$ cat config.mk
export PLATFORM = sky130hd
export DESIGN_NAME = irq_prio_ctrl
export DESIGN_NICKNAME = d
export VERILOG_FILES = /design/src/rtl/irq_prio_pkg.sv /design/src/rtl/irq_prio_dp.sv /design/src/rtl/irq_prio_ctl.sv /design/src/rtl/irq_prio_ctrl.sv
export SDC_FILE = /design/constraint.sdc
export NUM_CORES = 1
export LEC_CHECK = 0
export ABC_CLOCK_PERIOD_IN_PS = 6200
export BUFFER_PORTS_ARGS = -buffer_cell sky130_fd_sc_hd__clkbuf_2
export CAP_MARGIN = 10
export CORE_MARGIN = 4
export CORE_UTILIZATION = 51
export DETAILED_ROUTE_END_ITERATION = 16
export GPL_ROUTABILITY_DRIVEN = 0
export GPL_TIMING_DRIVEN = 0
export PLACE_DENSITY = 0.88
export SETUP_SLACK_MARGIN = 0.02
export SLEW_MARGIN = 10
export SYNTH_ARGS = -nofsm -noshare
export SYNTH_HDL_FRONTEND = slang
export SYNTH_SLANG_ARGS = --single-unit
$ cat constraint.sdc
create_clock -name clk -period 6.2 [get_ports clk]
set_clock_uncertainty 0.1 [all_clocks]
set_input_delay 0.93 -clock clk [delete_from_list [all_inputs] [get_ports clk]]
set_output_delay 0.93 -clock clk [all_outputs]
set_load 0.05 [all_outputs]
$ cat src/rtl/irq_prio_pkg.sv
package irq_prio_pkg;
  localparam int unsigned NUM_SRC  = 16;
  localparam int unsigned IDX_W    = $clog2(NUM_SRC);
  localparam int unsigned CTL_W    = 16;
  localparam int unsigned CTL_NEST = 4;
  localparam int unsigned CTL_GIE  = 5;
  localparam int unsigned CTL_STK  = 10;
  localparam logic [CTL_W-1:0] CTL_KEEP = 16'h0CB0;
  localparam int unsigned SRC_HALT  = 0;
  localparam int unsigned SRC_WAKE  = 1;
  localparam int unsigned SRC_STACK = 3;

  typedef struct packed {
    logic             takeAck;
    logic [IDX_W-1:0] takeIdx;
  } svcStrobe_t;
endpackage

$ cat src/rtl/irq_prio_dp.sv
module irq_prio_dp
  import irq_prio_pkg::*;
#(
  parameter int unsigned N = NUM_SRC
) (
  input  logic             clk,
  input  logic             rst_n,
  input  logic [N-1:0]     irqIn,
  input  logic [N-1:0]     swSet,
  input  logic [N-1:0]     swClr,
  input  logic             maskWe,
  input  logic [N-1:0]     maskData,
  input  logic             ctlWe,
  input  logic [CTL_W-1:0] ctlData,
  input  logic             stackAlarm,
  input  svcStrobe_t       strobe,
  output logic [N-1:0]     pendQ,
  output logic [N-1:0]     maskQ,
  output logic [CTL_W-1:0] ctlQ
);
  logic [N-1:0] setBits;
  logic [N-1:0] clrBits;
  logic [N-1:0] ackOneHot;

  always_comb begin
    ackOneHot = '0;
    if (strobe.takeAck) ackOneHot[strobe.takeIdx] = 1'b1;
    setBits = irqIn | swSet;
    if (stackAlarm && ctlQ[CTL_STK]) setBits[SRC_STACK] = 1'b1;
    clrBits = swClr | ackOneHot;
  end

  always_ff @(posedge clk or negedge rst_n) begin
    if (!rst_n) begin
      pendQ <= '0;
      maskQ <= '0;
      ctlQ  <= '0;
    end else begin
      pendQ <= (pendQ & ~clrBits) | setBits;
      if (maskWe) maskQ <= maskData;
      if (ctlWe)  ctlQ  <= ctlData & CTL_KEEP;
    end
  end

  // any set request lands in the pending register regardless of clears
  a_r9_set_wins: assert property (@(posedge clk) disable iff (!rst_n)
    (|setBits) |=> ((pendQ & $past(setBits)) == $past(setBits)));

  // an accepted interrupt leaves its pending bit clear unless re-set
  a_r8_ack_clears: assert property (@(posedge clk) disable iff (!rst_n)
    (strobe.takeAck && !setBits[strobe.takeIdx]) |=> !pendQ[$past(strobe.takeIdx)]);
endmodule

$ cat src/rtl/irq_prio_ctl.sv
module irq_prio_ctl
  import irq_prio_pkg::*;
#(
  parameter int unsigned N  = NUM_SRC,
  localparam int unsigned IW = $clog2(N)
) (
  input  logic          clk,
  input  logic          rst_n,
  input  logic [N-1:0]  pendQ,
  input  logic [N-1:0]  maskQ,
  input  logic          gieEn,
  input  logic          nestEn,
  input  logic          ack,
  input  logic          rti,
  output logic          reqValid,
  output logic [IW-1:0] vecIdx,
  output svcStrobe_t    strobe
);
  logic [N-1:0]  eligible;
  logic [N-1:0]  eligPend;
  logic [N-1:0]  activeQ;
  logic [N-1:0]  activeNext;
  logic          candAny;
  logic [IW-1:0] candIdx;
  logic          actAny;
  logic [IW-1:0] actIdx;
  logic          takeNow;
  logic          unusedMaskBits;

  assign unusedMaskBits = ^maskQ[SRC_WAKE:SRC_HALT];

  function automatic logic [IW:0] firstSet(input logic [N-1:0] v);
    logic [IW:0] r;
    r = '0;
    for (int i = N - 1; i >= 0; i--) begin
      if (v[i]) r = {1'b1, IW'(i)};
    end
    return r;
  endfunction

  for (genvar g = 0; g < N; g++) begin : g_elig
    if (g == SRC_HALT) begin : g_halt
      assign eligible[g] = 1'b1;
    end else if (g == SRC_WAKE) begin : g_wake
      assign eligible[g] = gieEn;
    end else begin : g_user
      assign eligible[g] = maskQ[g] & gieEn;
    end
  end

  assign eligPend = pendQ & eligible;
  assign {candAny, candIdx} = firstSet(eligPend);
  assign {actAny, actIdx}   = firstSet(activeQ);

  always_comb begin
    reqValid = candAny && (!actAny || (nestEn && (candIdx < actIdx)));
    vecIdx   = candIdx;
    takeNow  = ack && reqValid;
    strobe.takeAck = takeNow;
    strobe.takeIdx = candIdx;
    activeNext = activeQ;
    if (rti && actAny) activeNext[actIdx] = 1'b0;
    if (takeNow) activeNext[candIdx] = 1'b1;
  end

  always_ff @(posedge clk or negedge rst_n) begin
    if (!rst_n) activeQ <= '0;
    else        activeQ <= activeNext;
  end

  // the offered index is really pending
  a_r2_offer_pending: assert property (@(posedge clk) disable iff (!rst_n)
    reqValid |-> pendQ[vecIdx]);

  // general sources need their mask bit and the global enable
  a_r5_mask_gate: assert property (@(posedge clk) disable iff (!rst_n)
    (reqValid && (vecIdx > IW'(SRC_WAKE))) |-> (maskQ[vecIdx] && gieEn));

  // the wake source needs only the global enable
  a_r4_wake_gie: assert property (@(posedge clk) disable iff (!rst_n)
    (reqValid && (vecIdx == IW'(SRC_WAKE))) |-> gieEn);

  // without nesting nothing is offered during service
  a_r10_no_nest: assert property (@(posedge clk) disable iff (!rst_n)
    ((|activeQ) && !nestEn) |-> !reqValid);

  // a return retires exactly one level
  a_r12_rti_pop: assert property (@(posedge clk) disable iff (!rst_n)
    (rti && (|activeQ) && !takeNow) |=>
      ($countones(activeQ) == $countones($past(activeQ)) - 1));
endmodule

$ cat src/rtl/irq_prio_ctrl.sv
module irq_prio_ctrl
  import irq_prio_pkg::*;
#(
  parameter int unsigned N  = NUM_SRC,
  localparam int unsigned IW = $clog2(N)
) (
  input  logic             clk,
  input  logic             rst_n,
  input  logic [N-1:0]     irqIn,
  input  logic [N-1:0]     swSet,
  input  logic [N-1:0]     swClr,
  input  logic             maskWe,
  input  logic [N-1:0]     maskData,
  input  logic             ctlWe,
  input  logic [CTL_W-1:0] ctlData,
  input  logic             stackAlarm,
  input  logic             ack,
  input  logic             rti,
  output logic             reqValid,
  output logic [IW-1:0]    vecIdx,
  output logic [N-1:0]     pendOut,
  output logic [CTL_W-1:0] ctlOut
);
  svcStrobe_t   strobe;
  logic [N-1:0] maskQ;

  irq_prio_dp #(.N(N)) u_dp (
    .clk(clk), .rst_n(rst_n), .irqIn(irqIn), .swSet(swSet), .swClr(swClr),
    .maskWe(maskWe), .maskData(maskData), .ctlWe(ctlWe), .ctlData(ctlData),
    .stackAlarm(stackAlarm), .strobe(strobe), .pendQ(pendOut),
    .maskQ(maskQ), .ctlQ(ctlOut)
  );

  irq_prio_ctl #(.N(N)) u_ctl (
    .clk(clk), .rst_n(rst_n), .pendQ(pendOut), .maskQ(maskQ),
    .gieEn(ctlOut[CTL_GIE]), .nestEn(ctlOut[CTL_NEST]), .ack(ack), .rti(rti),
    .reqValid(reqValid), .vecIdx(vecIdx), .strobe(strobe)
  );
endmodule

# Word level (Yosys, flattened, before mapping)
# Index checks and enable logic that the tools add are counted.
[classes]
n_lt_le_gt_ge = 5
n_mux = 40
n_bitwise = 23
reduce_logical = 9
[op_table]
columns = ["cell", "n"]
rows = [
  ["two-way mux 5 bit", 32],
  ["OR 16 bit", 4],
  ["bitwise AND 16 bit", 3],
  ["two-way mux 16 bit", 3],
  ["NOT 16 bit", 2],
  ["bitwise AND 1 bit", 14],
  ["less-than comparator 4 x 5 -> 1 bit (second input constant)", 2],
  ["demux 1 bit (select 4 bit)", 2],
  ["greater-or-equal comparator 4 x 1 -> 1 bit (second input constant)", 2],
  ["logical AND 1 bit", 7],
  ["less-than comparator 4 bit", 1],
  ["two-way mux 1 bit", 3],
  ["zero test 1 bit", 1],
  ["logical OR 1 bit", 1],
]
[totals]
ff_bits = 53
inputBits = 87
output_inout_bits = 37

# Logic depth before layout (Yosys ltp)
# Gate-level depths: netlist (run 1).
[depth]
ltp_word = 28
depth_mapped = 15
mapped_depth_nobuf = 13

# Cells and area by module
# Synthesis (run 1) repeated with hierarchy kept, for this count alone.
[hier_totals]
cells_unflattened = 331
area_unflattened_um2 = 3037.9
[modules_own_cells]
columns = ["mod", "instances", "cells_per_inst", "area_each_um2", "seq_area_each_um2"]
rows = [
  ["irq_prio_dp", 1, 146, 1632.8, 925.9],
  ["irq_prio_ctl", 1, 185, 1405.1, 400.4],
]

# Worst setup path before layout (run 1)
# No wires, ideal clock.
[synth_path]
path_kind = "flip-flop to output port"
from = "reg u_dp.pendQ[6]"
to = "out reqValid"
t_arrival_ns = 4.058
path_slack_ns = 1.112
stages_incl_launch_ff = 12
path_buffers = 1
path_cell_list = "dfrtp_1 > a22o_1 > a21oi_1 > nand3_1 > a21oi_1 > ha_1 > o211a_1 > o211ai_1 > a21oi_1 > o31a_1 > buf_2 > nor3_1"
[synth_via]
elab_chain_len = 12
[synth_lines]
columns = ["element", "line_no", "rtl"]
rows = [
  ["start, declared", "irq_prio_dp.sv:17", "output logic [N-1:0] pendQ,"],
  ["start signal, assigned", "irq_prio_dp.sv:39", "pendQ <= (pendQ & ~clrBits) | setBits;"],
  ["bitwise AND 16 bit", "irq_prio_ctl.sv:51", "assign eligPend = pendQ & eligible;"],
  ["two-way mux 5 bit (7 in a row)", "irq_prio_ctl.sv:36", "if (v[i]) r = {1'b1, IW'(i)};"],
  ["net vecIdx[3]", "irq_prio_ctrl.sv:20", "output logic [IW-1:0] vecIdx,"],
  ["less-than comparator 4 bit", "irq_prio_ctl.sv:56", "reqValid = candAny && (!actAny || (nestEn && (candIdx < actIdx)));"],
  ["logical AND 1 bit", "irq_prio_ctl.sv:56", ""],
  ["logical OR 1 bit", "irq_prio_ctl.sv:56", ""],
  ["logical AND 1 bit", "irq_prio_ctl.sv:56", ""],
  ["end, declared", "irq_prio_ctrl.sv:19", "output logic reqValid,"],
]
# The timed path passes the listed nets, and every way through them passes these cells.

# Worst setup path after layout (run 1)
[layout_path]
from = "reg u_dp.ctlQ[5]"
to = "out reqValid"
[layout_via]
elab_chain_len = 22
elab_cells_between_ends = 35
classes_between = "order compare: 1; mux: 16; bitwise: 15; reduce/logical: 3"
[layout_lines]
columns = ["element", "line_no", "rtl"]
rows = [
  ["start, declared", "irq_prio_dp.sv:19", "output logic [CTL_W-1:0] ctlQ"],
  ["start signal, assigned", "irq_prio_dp.sv:41", "if (ctlWe) ctlQ <= ctlData & CTL_KEEP;"],
  ["bitwise AND 1 bit", "irq_prio_ctl.sv:47", "assign eligible[g] = maskQ[g] & gieEn;"],
  ["bitwise AND 16 bit (*)", "irq_prio_ctl.sv:51", ""],
  ["two-way mux 5 bit (14 in a row)", "irq_prio_ctl.sv:36", ""],
  ["two-way mux 5 bit (*) (2 in a row)", "irq_prio_ctl.sv:36", ""],
  ["less-than comparator 4 bit", "irq_prio_ctl.sv:56", ""],
  ["logical AND 1 bit", "irq_prio_ctl.sv:56", ""],
  ["logical OR 1 bit", "irq_prio_ctl.sv:56", ""],
  ["logical AND 1 bit (*)", "irq_prio_ctl.sv:56", ""],
]
# Every way passes the cells marked *; elsewhere a longest branch is shown, timed or not.

==> results of run 1 <==
==> cells by family (layout without fill, tap and decap cells) <==
kind of cell	after synthesis	after routing
compound gates	83	83
fa+ha+maj	3	3
mux	18	18
flops	51	51
simple gates	118	118
buf+inv	30	138
other cells	1	11
==> metrics by stage <==
| step | power (mW) | setup WS, ns |
|---|---|---|
| 3_3_place_gp | 1.128 | 1.723 |
| 5_1_grt | 1.452 | 0.9306 |
| 2_1_floorplan | 0.9786 | 1.112 |
| 6_report | 1.358 | 1.298 |
| 4_1_cts | 1.356 | 1.311 |
| 3_5_place_dp | 1.147 | 1.655 |
==> layout make-up <==
type                    instances  area, um^2  area share [%]
plain buffers                  21       130.1           3.624
clock buffers                   8       100.1           2.787
inverters                       9       33.78          0.9408
multi-input cells             233        1448           40.31
flip-flops and latches         51        1276           35.54
well taps                      70       87.58           2.439
repair buffers                100       515.5           14.36
==> worst max path at each step <==
stage / startpoint / end / depth (start not counted)
2_1_floorplan: u_dp.pendQ[6] / reqValid / 11
3_3_place_gp: u_dp.ctlQ[5] / reqValid / 14
3_5_place_dp: u_dp.ctlQ[5] / reqValid / 14
4_1_cts: u_dp.ctlQ[5] / reqValid / 14
5_1_grt: u_dp.ctlQ[5] / reqValid / 14
6_report: u_dp.ctlQ[5] / reqValid / 14
==> flip-flops by register name (all words and copies together), names as in the netlist <==
name           flops
u_dp.pendQ        16
u_dp.maskQ        14
u_ctl.activeQ     16
u_dp.ctlQ          5
==> cells in the final DEF (no fill, tap or decap), types with 5 or more instances in the layout <==
master,count
a21oi_1,15
buf_4,13
clkbuf_1,7
clkbuf_2,98
clkbuf_8,7
conb_1,11
dfrtp_1,51
inv_1,8
mux2_2,18
nand2_1,31
nand2b_1,12
nand4_1,5
nor2_1,22
nor2b_1,10
nor3_1,7
nor4_1,9
o21ai_0,35
o31ai_1,7
or3_1,5
==> worst register-to-register path, stage by stage (launching register included) <==
cell,delay (ns)
dfrtp_1,0.35
clkbuf_1,0.32
inv_2,0.12
a21oi_1,0.18
a221oi_1,0.13
o21ai_1,0.44
inv_1,0.27
ha_1,0.29
or3_1,0.37
o211ai_1,0.24
a21oi_1,0.06
o31a_1,0.12
buf_2,0.17
nor4_1,0.53
o21ai_0,0.19
==> routing by layer <==
| metal | vias to the layer above | GRT usage (%) | wire, um |
|---|---|---|---|
| met5 | - | 0 | 0 |
| met4 | 0 | 6.046 | 94 |
| li1 | 1304 | - | - |
| met1 | 1273 | 28.50 | 2949 |
| met3 | 13 | 4.664 | 491 |
| met2 | 95 | 40.71 | 3892 |
==> power by group <==
| part | internal [mW] | switching, mW | leakage (nW) |
|---|---|---|---|
| combinational | 0.269 | 0.423 | 1.08 |
| clock | 0.102 | 0.104 | 0.0515 |
| sequential | 0.389 | 0.0703 | 0.592 |
| total | 0.760 | 0.598 | 1.72 |
==> out/results.md, run 1 <==
| Result | Reported | Unit |
|---|---|---|
| Average wire per cell in the routed design | 15.10 | um |
| Reg-to-reg critical path endpoint | u_dp.pendQ[4] | - |
| Remaining antenna violation count after routing | 0 | - |
| Most instantiated cells after synthesis | dfrtp_1 (51), o21ai_0 (35), nand2_1 (31) | - |
| Layout overhead on the synthesized area | 25.99 | % |
| Synthesized-area fraction occupied by xor and xnor cells | 0 | % |
| Layout Cell Area excl Fill | 3591 | um^2 |
| Worst r2r path cells | 14 | - |
| Critical path arrival | 3.87 | ns |
| Average size of a mapped cell | 9.376 | um^2 |
| Area share of the largest cell type after synthesis | 44.78 | % |
| Prevailing post-synth register cell | dfrtp_1 | - |
| Maximum number of pins on one net before global-route repair | 52 | - |
| Total clock buffers created by CTS | 5 | - |
| Die span in y | 82.76 | um |
| Dominant cells by area after synthesis | dfrtp_1 (45%), mux2_2 (7.1%), o21ai_0 (6.1%) | - |
| CP cell instances | clkbuf_1 -> inv_2 -> a21oi_1 -> a221oi_1 -> o21ai_1 -> inv_1 -> ha_1 -> or3_1 -> o211ai_1 -> a21oi_1 -> o31a_1 -> buf_2 -> nor3_1 -> clkbuf_2 | - |
| CTS clock-pin slew for the worst setup and hold paths | 0.09 | ns |
| Post-synthesis sequential area ratio | 44.78 | % |
| Register-to-register path setup slack | 2.18 | ns |
| Clock insertion delay at the later pin of the skew report | 0.30 | ns |
| Initial antenna violation count | 0 | - |
| Number of maximum-capacitance constraint violations | 0 | - |
| Hold Buf Count CTS | 0 | - |
| Starting utilization of the core area | 54.08 | % |
| EDFF count, synth | 0 | - |
| Iteration-0 DRC count of the detailed router | 141 | - |
| Placement Rows | 26 | - |
| Number of failing hold endpoints at the final stage | 0 | - |
| Port Buffer Count | 99 | - |
| Final routed DRC violation total | 0 | - |
| Crit path max-delay cell type | o21ai_1 | - |
| Period utilisation layout | 79.07 | % |
| Hold Crit Depth | 1 | - |
| Avg Vias per Cell | 5.457 | - |
| RSZ-0062 raised after global routing | false | - |
| Core region area | 5270 | um^2 |
| Library cell with the largest summed area after synthesis | dfrtp_1 | - |
| Pwr dens | 378.1 | nW/um^2 |
| Worst path required time | 5.17 | ns |
| CP bufs+invs | 5 | - |
| End point of the worst hold path | u_dp.maskQ[2] | - |
| Area of the die | 6848 | um^2 |
| Post CTS Setup Buffer Count | 0 | - |
| Max clock buf depth | 2 | - |
| Half-perimeter wire length after detailed placement | 5.884 | mm |
| Setup-failing EPs final | 0 | - |
| Vias in the first global route | 2617 | - |
| Total of warnings raised by yosys | 0 | - |
| Type of the tightest min-delay check | reg2reg | - |
| Simple-gate portion of the synthesized area | 22.83 | % |
| Status | completed | - |
| Standard cell area after detailed placement | 3471 | um^2 |
| Number of instances in the placed design | 483 | - |
| Final wirelength | 7.427 | mm |
| # nets final | 511 | - |
| Maximum vdd ir drop | 0.2022 | mV |
| Final TNS setup | 0 | ns |
| TritonCTS clock tree | built | - |
| Post-CTS sizing | 0 | - |
| Post-Layout Cell Count | 492 | - |
| DIE WIDTH | 82.76 | um |
| Worst setup SP type | flip-flop | - |
| CP endpoint kind | output port | - |
| Wire length of the first global-routing pass | 11.92 | mm |
| Global route overflow | 0 | - |
| Buffer cell driving the clock tree root | clkbuf_8 | - |
| Most numerous cell on the critical path | a21oi_1 | - |
| Syn Inst Count | 304 | - |
| Proportion of layout cells with a drive suffix above 1 | 35.55 | % |
| Top fanout value on the critical path | 9 | - |
| Detailed-router iteration count before antenna repair | 4 | - |
| Num Clock Sinks | 51 | - |
| Flops & latches, synth | 51 | - |
| F_max | 0.2040 | GHz |
| Static Leakage | 1.721 | nW |
| Top cell family by delay on the critical path | buffers and inverters | - |
| Count of cell types in the netlist | 47 | - |
| Time the worst path needs with I/O delays and setup | 4.902 | ns |
| Fraction of registers with async set/reset | 100.0 | % |
| Relative slew slack | 59.84 | % |
| Hold Path Origin | u_dp.maskQ[2] | - |
| Utilization of the core after routing | 68.14 | % |
| Combinational family with the most area after synthesis | simple AND/OR/NAND/NOR gates | - |
| Beginning of the worst register-to-register path | u_dp.ctlQ[5] | - |
| Top-level port count | 124 | - |
| Share of synthesized cell area in full adder, half adder and majority cells | 1.317 | % |
| Maximum single-stage delay on the critical path | 0.44 | ns |
| Leading cell type by number of instances after synthesis | dfrtp_1 | - |
| Kind of critical path | reg2out | - |
| Number of inserted diodes | 0 | - |
| GRT Util Overall | 22.98 | % |
| Worst slack on hold paths | 0.4190 | ns |
| Synthesized area | 2850 | um^2 |
| Share of the synthesized area in compound gates (AO/OA/AOI/OAI) | 18.09 | % |
| Number of inserted filler cells in the final layout | 437 | - |
| Multiplexer share of the synthesized area | 7.112 | % |
| Count of H-tree levels built during CTS | 2 | - |
| DR vias | 2685 | - |
| Fin. max-slew vios | 0 | - |
| Worst slew pin tran | 0.5969 | ns |
(Power assumes the default switching activity.)
==> run 2, diff against run 1 <==
--- a/config.mk
+++ b/config.mk
@@ -5,15 +5,15 @@
 export SDC_FILE = /design/constraint.sdc
 export NUM_CORES = 1
 export LEC_CHECK = 0
-export ABC_CLOCK_PERIOD_IN_PS = 6200
+export ABC_CLOCK_PERIOD_IN_PS = 4000
 export BUFFER_PORTS_ARGS = -buffer_cell sky130_fd_sc_hd__clkbuf_2
 export CAP_MARGIN = 10
 export CORE_MARGIN = 4
-export CORE_UTILIZATION = 51
+export CORE_UTILIZATION = 43
 export DETAILED_ROUTE_END_ITERATION = 16
 export GPL_ROUTABILITY_DRIVEN = 0
 export GPL_TIMING_DRIVEN = 0
-export PLACE_DENSITY = 0.88
+export PLACE_DENSITY = 0.79
 export SETUP_SLACK_MARGIN = 0.02
 export SLEW_MARGIN = 10
 export SYNTH_ARGS = -nofsm -noshare
==> constraint.sdc (replaced) <==
create_clock -name clk -period 4 [get_ports clk]
set_clock_uncertainty 0.1 [all_clocks]
set_input_delay 0.6 -clock clk [delete_from_list [all_inputs] [get_ports clk]]
set_output_delay 0.6 -clock clk [all_outputs]
set_load 0.05 [all_outputs]
==> run 2 against run 1 <==
- non-clock buffer count unchanged
- flip-flop and latch count did not move
- clock-buffer cell count down 2
- core utilization down 11 points
- power is 65% higher
- largest power group unchanged
==> out/results.md, run 2 (synthesized netlist as in run 1, its figures left out) <==
| Result | Reported | Unit | vs previous |
|---|---|---|---|
| Global route overflow | 0 | - | unchanged |
| Number of maximum-capacitance constraint violations | 0 | - | unchanged |
| Number of inserted diodes | 0 | - | unchanged |
| GRT Util Overall | 19.34 | % | was 22.98% |
| Half-perimeter wire length after detailed placement | 6.104 | mm | was 5.884 mm |
| Critical path arrival | 3.11 | ns | was 3.87 ns |
| CTS clock-pin slew for the worst setup and hold paths | 0.10 | ns | was 0.09 ns |
| Remaining antenna violation count after routing | 0 | - | unchanged |
| Number of failing hold endpoints at the final stage | 0 | - | unchanged |
| Pwr dens | 616.3 | nW/um^2 | was 378.1 nW/um^2 |
| Layout Cell Area excl Fill | 3641 | um^2 | was 3591 um^2 |
| Final wirelength | 7.557 | mm | was 7.427 mm |
| Fin. max-slew vios | 0 | - | unchanged |
| Top fanout value on the critical path | 9 | - | unchanged |
| Maximum number of pins on one net before global-route repair | 52 | - | unchanged |
| Kind of critical path | reg2out | - | unchanged |
| Launching instance or port of the critical path | u_dp.pendQ[14] | - | was u_dp.ctlQ[5] |
| Status | completed | - | unchanged |
| DIE WIDTH | 89.42 | um | was 82.76 um |
| Avg Vias per Cell | 5.467 | - | was 5.457 |
| Overall power consumption | 2.244 | mW | was 1.358 mW |
| Iteration-0 DRC count of the detailed router | 166 | - | was 141 |
| F_max | 0.2626 | GHz |  |
| Initial antenna violation count | 0 | - | unchanged |
| Total clock buffers created by CTS | 5 | - | unchanged |
| Top cell family by delay on the critical path | compound AO/OA/AOI/OAI gates | - | was buffers and inverters |
| Beginning of the worst register-to-register path | u_dp.pendQ[6] | - | was u_dp.ctlQ[5] |
| Placement Rows | 29 | - | was 26 |
| Top-level port count | 124 | - | unchanged |
| Number of inserted filler cells in the final layout | 579 | - | was 437 |
| RSZ-0062 raised after global routing | false | - | unchanged |
| Average wire per cell in the routed design | 15.14 | um | was 15.10 um |
| Num Clock Sinks | 51 | - | unchanged |
| CP bufs+invs | 3 | - | was 5 |
| Maximum vdd ir drop | 0.3839 | mV | was 0.2022 mV |
| Area of the die | 7995 | um^2 | was 6848 um^2 |
| Proportion of layout cells with a drive suffix above 1 | 37.44 | % | was 35.55% |
| Max clock buf depth | 2 | - | unchanged |
| CP endpoint kind | output port | - | unchanged |
| Worst path required time | 3.30 | ns | was 5.17 ns |
| Multi-input gate area | 1470 | um^2 | was 1448 um^2 |
| Final routed DRC violation total | 0 | - | unchanged |
| Final critical-path setup slack | 0.1914 | ns | was 1.298 ns |
| Period utilisation layout | 95.21 | % |  |
| Worst slack on hold paths | 0.2159 | ns | was 0.4190 ns |
| Crit path max-delay cell type | dfrtp_1 | - | was o21ai_1 |
| Wire length of the first global-routing pass | 12.10 | mm | was 11.92 mm |
| Type of the tightest min-delay check | in2async | - | was reg2reg |
| Starting utilization of the core area | 44.63 | % | was 54.08% |
| Worst slew pin tran | 0.6281 | ns | was 0.5969 ns |
| DR vias | 2728 | - | was 2685 |
| Die span in y | 89.42 | um | was 82.76 um |
| Largest registers ranked by flip-flop count | u_ctl.activeQ (16), u_dp.pendQ (16), u_dp.maskQ (14) | - | unchanged |
| Static Leakage | 1.731 | nW | was 1.721 nW |
| Port Buffer Count | 99 | - | unchanged |
| Buffer cell driving the clock tree root | clkbuf_8 | - | unchanged |
| Worst setup SP type | flip-flop | - | unchanged |
| Leading cell type in the layout, fill and taps excluded | clkbuf_2 | - | unchanged |
| Commonest cells after routing, fill and taps aside | clkbuf_2 (97), dfrtp_1 (50), o21ai_0 (35) | - | was clkbuf_2 (98), dfrtp_1 (51), o21ai_0 (35) |
| Clock insertion delay at the later pin of the skew report | 0.31 | ns | was 0.30 ns |
| TritonCTS clock tree | built | - | unchanged |
| CP cell instances | a22o_1 -> nand4_1 -> a221oi_1 -> o21ai_2 -> inv_2 -> ha_1 -> or3_1 -> o211ai_1 -> a21oi_1 -> o31a_1 -> buf_2 -> nor3_4 -> buf_6 | - | was clkbuf_1 -> inv_2 -> a21oi_1 -> a221oi_1 -> o21ai_1 -> inv_1 -> ha_1 -> or3_1 -> o211ai_1 -> a21oi_1 -> o31a_1 -> buf_2 -> nor3_1 -> clkbuf_2 |
| Detailed-router iteration count before antenna repair | 4 | - | unchanged |
| Setup-failing EPs final | 0 | - | unchanged |
| Core region area | 6386 | um^2 | was 5270 um^2 |
| Relative slew slack | 58.13 | % | was 59.84% |
| Layout overhead on the synthesized area | 27.74 | % | was 25.99% |
| Vias in the first global route | 2669 | - | was 2617 |
| Standard cell area after detailed placement | 3498 | um^2 | was 3471 um^2 |
| # nets final | 511 | - | unchanged |
| Time the worst path needs with I/O delays and setup | 3.809 | ns |  |
| Area occupied by registers | 1277 | um^2 | was 1276 um^2 |
| Worst setup timing slack at the placement stage | -0.2168 | ns | was 1.655 ns |
| Count of H-tree levels built during CTS | 2 | - | unchanged |
| Maximum single-stage delay on the critical path | 0.43 | ns | was 0.44 ns |
| Hold Buf Count CTS | 0 | - | unchanged |
run 2: final timing paths:
path	slack, ns	cells past startpoint	endpoint
setup reg to reg	0.54	12	u_dp.pendQ[4]
min in group clk	0.38	3	u_dp.pendQ[5]
hold reg to reg	0.41	1	u_dp.maskQ[9]
max in group asynchronous	3.13	1	u_dp.ctlQ[5]
setup / recovery	0.19	13	reqValid
hold / removal	0.22	1	u_ctl.activeQ[6]
run 2: stage by stage:
step           instances  TNS (ns)  utilization [%]
6_report             499         0            57.01
3_5_place_dp         490   -0.2168            54.78
2_1_floorplan        314         0                -
4_1_cts              498         0            56.76
3_3_place_gp         490   -0.1816            54.78
5_1_grt              499         0            57.01
run 2: power breakdown:
part | internal (mW) | switching (mW) | total (mW)
Combinational | 0.466 | 0.691 | 1.16
Clock | 0.203 | 0.167 | 0.370
Sequential | 0.603 | 0.114 | 0.717
run 2: cell type report:
cell class / instances / share of cell area (%)
Clock inverter: 2 / 0.9622
Buffer: 20 / 3.471
Tap cell: 77 / 2.646
Clock buffer: 6 / 2.268
Timing Repair Buffer: 101 / 14.26
Inverter: 9 / 0.9278
Multi-Input combinational cell: 233 / 40.38
Sequential cell: 51 / 35.09
run 2: worst register-to-register path, cell delays in order (launching register included):
cell	delay [ns]
dfrtp_1	0.42
a22o_1	0.26
a21oi_1	0.26
nand3_1	0.20
a21oi_2	0.23
ha_1	0.28
nand2_1	0.07
nand3b_1	0.08
and2_4	0.18
nand2b_4	0.16
or3_1	0.42
nor4_1	0.47
o21ai_0	0.19
run 2: repair_timing:
action / in CTS / in global routing
buffers inserted: 1 / 1
resized for setup: 2 / 4
pin swaps: 1 / 2
endpoints found under the setup margin: 2 / 1
run 2: metal layers:
metal | up-vias | part of all wire, % | global-route usage [%]
li1 | 1312 | - | -
met1 | 1310 | 40 | 23.78
met2 | 95 | 52 | 34.49
met3 | 11 | 6.3 | 3.871
met4 | 0 | 1.2 | 5.142
met5 | - | 0 | 0
==> run 3, diff against run 2 <==
--- a/config.mk
+++ b/config.mk
@@ -8,11 +8,11 @@
 export ABC_CLOCK_PERIOD_IN_PS = 4000
 export BUFFER_PORTS_ARGS = -buffer_cell sky130_fd_sc_hd__clkbuf_2
 export CAP_MARGIN = 10
+export CORE_ASPECT_RATIO = 1.5
 export CORE_MARGIN = 4
 export CORE_UTILIZATION = 43
 export DETAILED_ROUTE_END_ITERATION = 16
 export GPL_ROUTABILITY_DRIVEN = 0
-export GPL_TIMING_DRIVEN = 0
 export PLACE_DENSITY = 0.79
 export SETUP_SLACK_MARGIN = 0.02
 export SLEW_MARGIN = 10
==> run 3 against run 2 <==
- register-to-register slack better by 0.14 ns
- hold slack better by 0.068 ns
- worst setup slack better by 0.075 ns
- routed wire length is 1.8% lower
- first-iteration DRC count is 28% lower
- sequential share of layout area is 1.5 points higher
- non-clock buffer count is 19 lower
==> out/results.md, run 3 (synthesized netlist as in run 1, its figures left out) <==
| Result | Reported | Unit | vs previous |
|---|---|---|---|
| Layout Cell Area excl Fill | 3485 | um^2 | was 3641 um^2 |
| Proportion of power drawn by the clock network | 14.0 | % | was 16.5% |
| Vias in the first global route | 2706 | - | was 2669 |
| Worst slew pin tran | 0.6286 | ns | was 0.6281 ns |
| Initial antenna violation count | 0 | - | unchanged |
| Core region area | 6486 | um^2 | was 6386 um^2 |
| Num Clock Sinks | 51 | - | unchanged |
| Net switching power of the design | 0.9516 | mW | was 0.9723 mW |
| Worst r2r path cells | 12 | - | unchanged |
| Die span in y | 107.7 | um | was 89.42 um |
| Met1 capacity usage during global routing | 21.24 | % | was 23.78% |
| Half-perimeter wire length after detailed placement | 6.130 | mm | was 6.104 mm |
| Port Buffer Count | 99 | - | unchanged |
| Final TNS setup | 0 | ns | unchanged |
| Area of the die | 8022 | um^2 | was 7995 um^2 |
| Leading cell type in the layout, fill and taps excluded | clkbuf_2 | - | unchanged |
| Wire length of the first global-routing pass | 12.12 | mm | was 12.10 mm |
| Number of maximum-capacitance constraint violations | 0 | - | unchanged |
| Period utilisation layout | 93.33 | % | was 95.21% |
| Starting utilization of the core area | 43.94 | % | was 44.63% |
| Pwr dens | 605.0 | nW/um^2 | was 616.3 nW/um^2 |
| Fin. max-slew vios | 0 | - | unchanged |
| TritonCTS clock tree | built | - | unchanged |
| Iteration-0 DRC count of the detailed router | 120 | - | was 166 |
| Clock insertion delay at the later pin of the skew report | 0.31 | ns | about the same |
| Hold Buf Count CTS | 0 | - | unchanged |
| Buffer cell driving the clock tree root | clkbuf_8 | - | unchanged |
| Time the worst path needs with I/O delays and setup | 3.733 | ns | was 3.809 ns |
| Largest registers ranked by flip-flop count | u_ctl.activeQ (16), u_dp.pendQ (16), u_dp.maskQ (14) | - | unchanged |
| Remaining antenna violation count after routing | 0 | - | unchanged |
| Critical path arrival | 3.03 | ns | was 3.11 ns |
| Final routed DRC violation total | 0 | - | unchanged |
| RSZ-0062 raised after global routing | false | - | unchanged |
| Worst path required time | 3.30 | ns | about the same |
| Int Pwr | 1.157 | mW | was 1.272 mW |
| Grt met3 use | 4.019 | % | was 3.871% |
| DIE WIDTH | 74.48 | um | was 89.42 um |
| Standard cell area after detailed placement | 3390 | um^2 | was 3498 um^2 |
| Maximum number of pins on one net before global-route repair | 52 | - | unchanged |
| GRT Max-Usage Layer | met2 | - | unchanged |
| Worst setup SP type | flip-flop | - | unchanged |
| Setup-failing EPs final | 0 | - | unchanged |
| Total clock buffers created by CTS | 5 | - | unchanged |
| Number of failing hold endpoints at the final stage | 0 | - | unchanged |
| Final wirelength | 7.420 | mm | was 7.557 mm |
| Count of H-tree levels built during CTS | 2 | - | unchanged |
| Layout overhead on the synthesized area | 22.26 | % | was 27.74% |
| Relative slew slack | 58.09 | % | was 58.13% |
| Average wire per cell in the routed design | 15.52 | um | was 15.14 um |
| GRT Util Overall | 19.71 | % | was 19.34% |
| F_max | 0.2679 | GHz | was 0.2626 GHz |
| Number of inserted diodes | 0 | - | unchanged |
| CP cell instances | a22o_1 -> nand4_1 -> a221oi_1 -> o21ai_1 -> inv_2 -> ha_1 -> or3_1 -> o211ai_1 -> a21oi_1 -> o31a_2 -> nor3_4 -> buf_4 | - | was a22o_1 -> nand4_1 -> a221oi_1 -> o21ai_2 -> inv_2 -> ha_1 -> or3_1 -> o211ai_1 -> a21oi_1 -> o31a_1 -> buf_2 -> nor3_4 -> buf_6 |
| Maximum single-stage delay on the critical path | 0.43 | ns | about the same |
| Crit path max-delay cell type | dfrtp_1 | - | unchanged |
| DR vias | 2641 | - | was 2728 |
| Commonest cells after routing, fill and taps aside | clkbuf_2 (98), dfrtp_1 (51), o21ai_0 (35) | - | was clkbuf_2 (97), dfrtp_1 (50), o21ai_0 (35) |
| Type of the tightest min-delay check | in2async | - | unchanged |
| Register share of total power | 33.7 | % | was 31.9% |
| Kind of critical path | reg2out | - | unchanged |
| Maximum vdd ir drop | 0.2976 | mV | was 0.3839 mV |
| Max clock buf depth | 2 | - | unchanged |
| Avg Vias per Cell | 5.525 | - | was 5.467 |
| # nets final | 492 | - | was 511 |
| Status | completed | - | unchanged |
| Global route overflow | 0 | - | unchanged |
| Placement Rows | 36 | - | was 29 |
| Switching part of the total | 45.14 | % | was 43.33% |
| Met2 track demand over resource in global routing | 36.48 | % | was 34.49% |
| Top-level port count | 124 | - | unchanged |
| CP endpoint kind | output port | - | unchanged |
| Proportion of layout cells with a drive suffix above 1 | 35.57 | % | was 37.44% |
| CTS clock-pin slew for the worst setup and hold paths | 0.09 | ns | was 0.10 ns |
| Detailed-router iteration count before antenna repair | 4 | - | unchanged |
| Static Leakage | 1.639 | nW | was 1.731 nW |
| Top fanout value on the critical path | 9 | - | unchanged |
| Combinational cell fraction of total power | 52.3 | % | was 51.6% |
[run 3: changes by cell type in the layout (fill, tap and decap cells not counted), sizes merged]
cell    before  now
buf         19    4
bufinv       1    0
clkbuf     108  104
[run 3: power groups by stage]
stage,clock network [mW],registers [mW],logic [mW]
after CTS,0.305,0.708,1.09
after detailed placement,0,0.719,1.09
final,0.295,0.711,1.10
after global placement,0,0.713,1.06
after floorplan,0,0.733,0.809
after global routing,0.320,0.726,1.23
[run 3: path summary, 6_finish.rpt]
check	startpoint	to	slack, ns
hold reg to reg	u_dp.ctlQ[11]	u_dp.ctlQ[11]	0.41
setup reg to reg	u_dp.pendQ[6]	u_dp.pendQ[12]	0.68
setup / recovery	u_dp.pendQ[14]	reqValid	0.27
hold / removal	rst_n	u_dp.ctlQ[4]	0.28
max in group asynchronous	rst_n	u_dp.maskQ[11]	3.08
min in group clk	swClr[0]	u_dp.pendQ[0]	0.37
[run 3: what timing repair did]
| item | in CTS | in global routing |
|---|---|---|
| resized for setup | 0 | 5 |
| buffers inserted | 0 | 0 |
| setup endpoints to repair | 0 | 1 |
[run 3: metal layers]
metal | vias up | share of wire, %
met5 | - | 0
met4 | 0 | 2.5
met3 | 15 | 5.2
met2 | 83 | 57
met1 | 1274 | 35
li1 | 1269 | -
[run 3: final cells by class]
cell class / instances / area [um^2]
well taps: 76 / 95.09
repair buffers: 102 / 520.5
clock buffers: 6 / 82.58
clock inverters: 1 / 5.005
inverters: 9 / 33.78
fillers: 609 / 3002
multi-input cells: 233 / 1471
flip-flops and latches: 51 / 1276
[run 3: metrics by stage]
step                setup WS, ns  util [%]  hold slack [ns]  cells  power (mW)
floorplan                0.06900         -           0.2044    314       1.542
global placement          0.5352     52.26           0.3897    471       1.769
detailed placement        0.4812     52.26           0.3941    471       1.806
CTS                       0.1267     53.61           0.2971    478       2.106
global route             0.02099     53.72           0.3313    478       2.278
finish                    0.2668     53.72           0.2834    478       2.108
[run 3: critical path, delay by kind of cell (launching register included)]
family	cells	cell delay, ns
AO/OA/AOI/OAI	6	1.08
AND/OR/NAND/NOR	3	0.63
flip-flops	1	0.43
buffers and inverters	2	0.34
adder cells (fa/ha/maj)	1	0.25
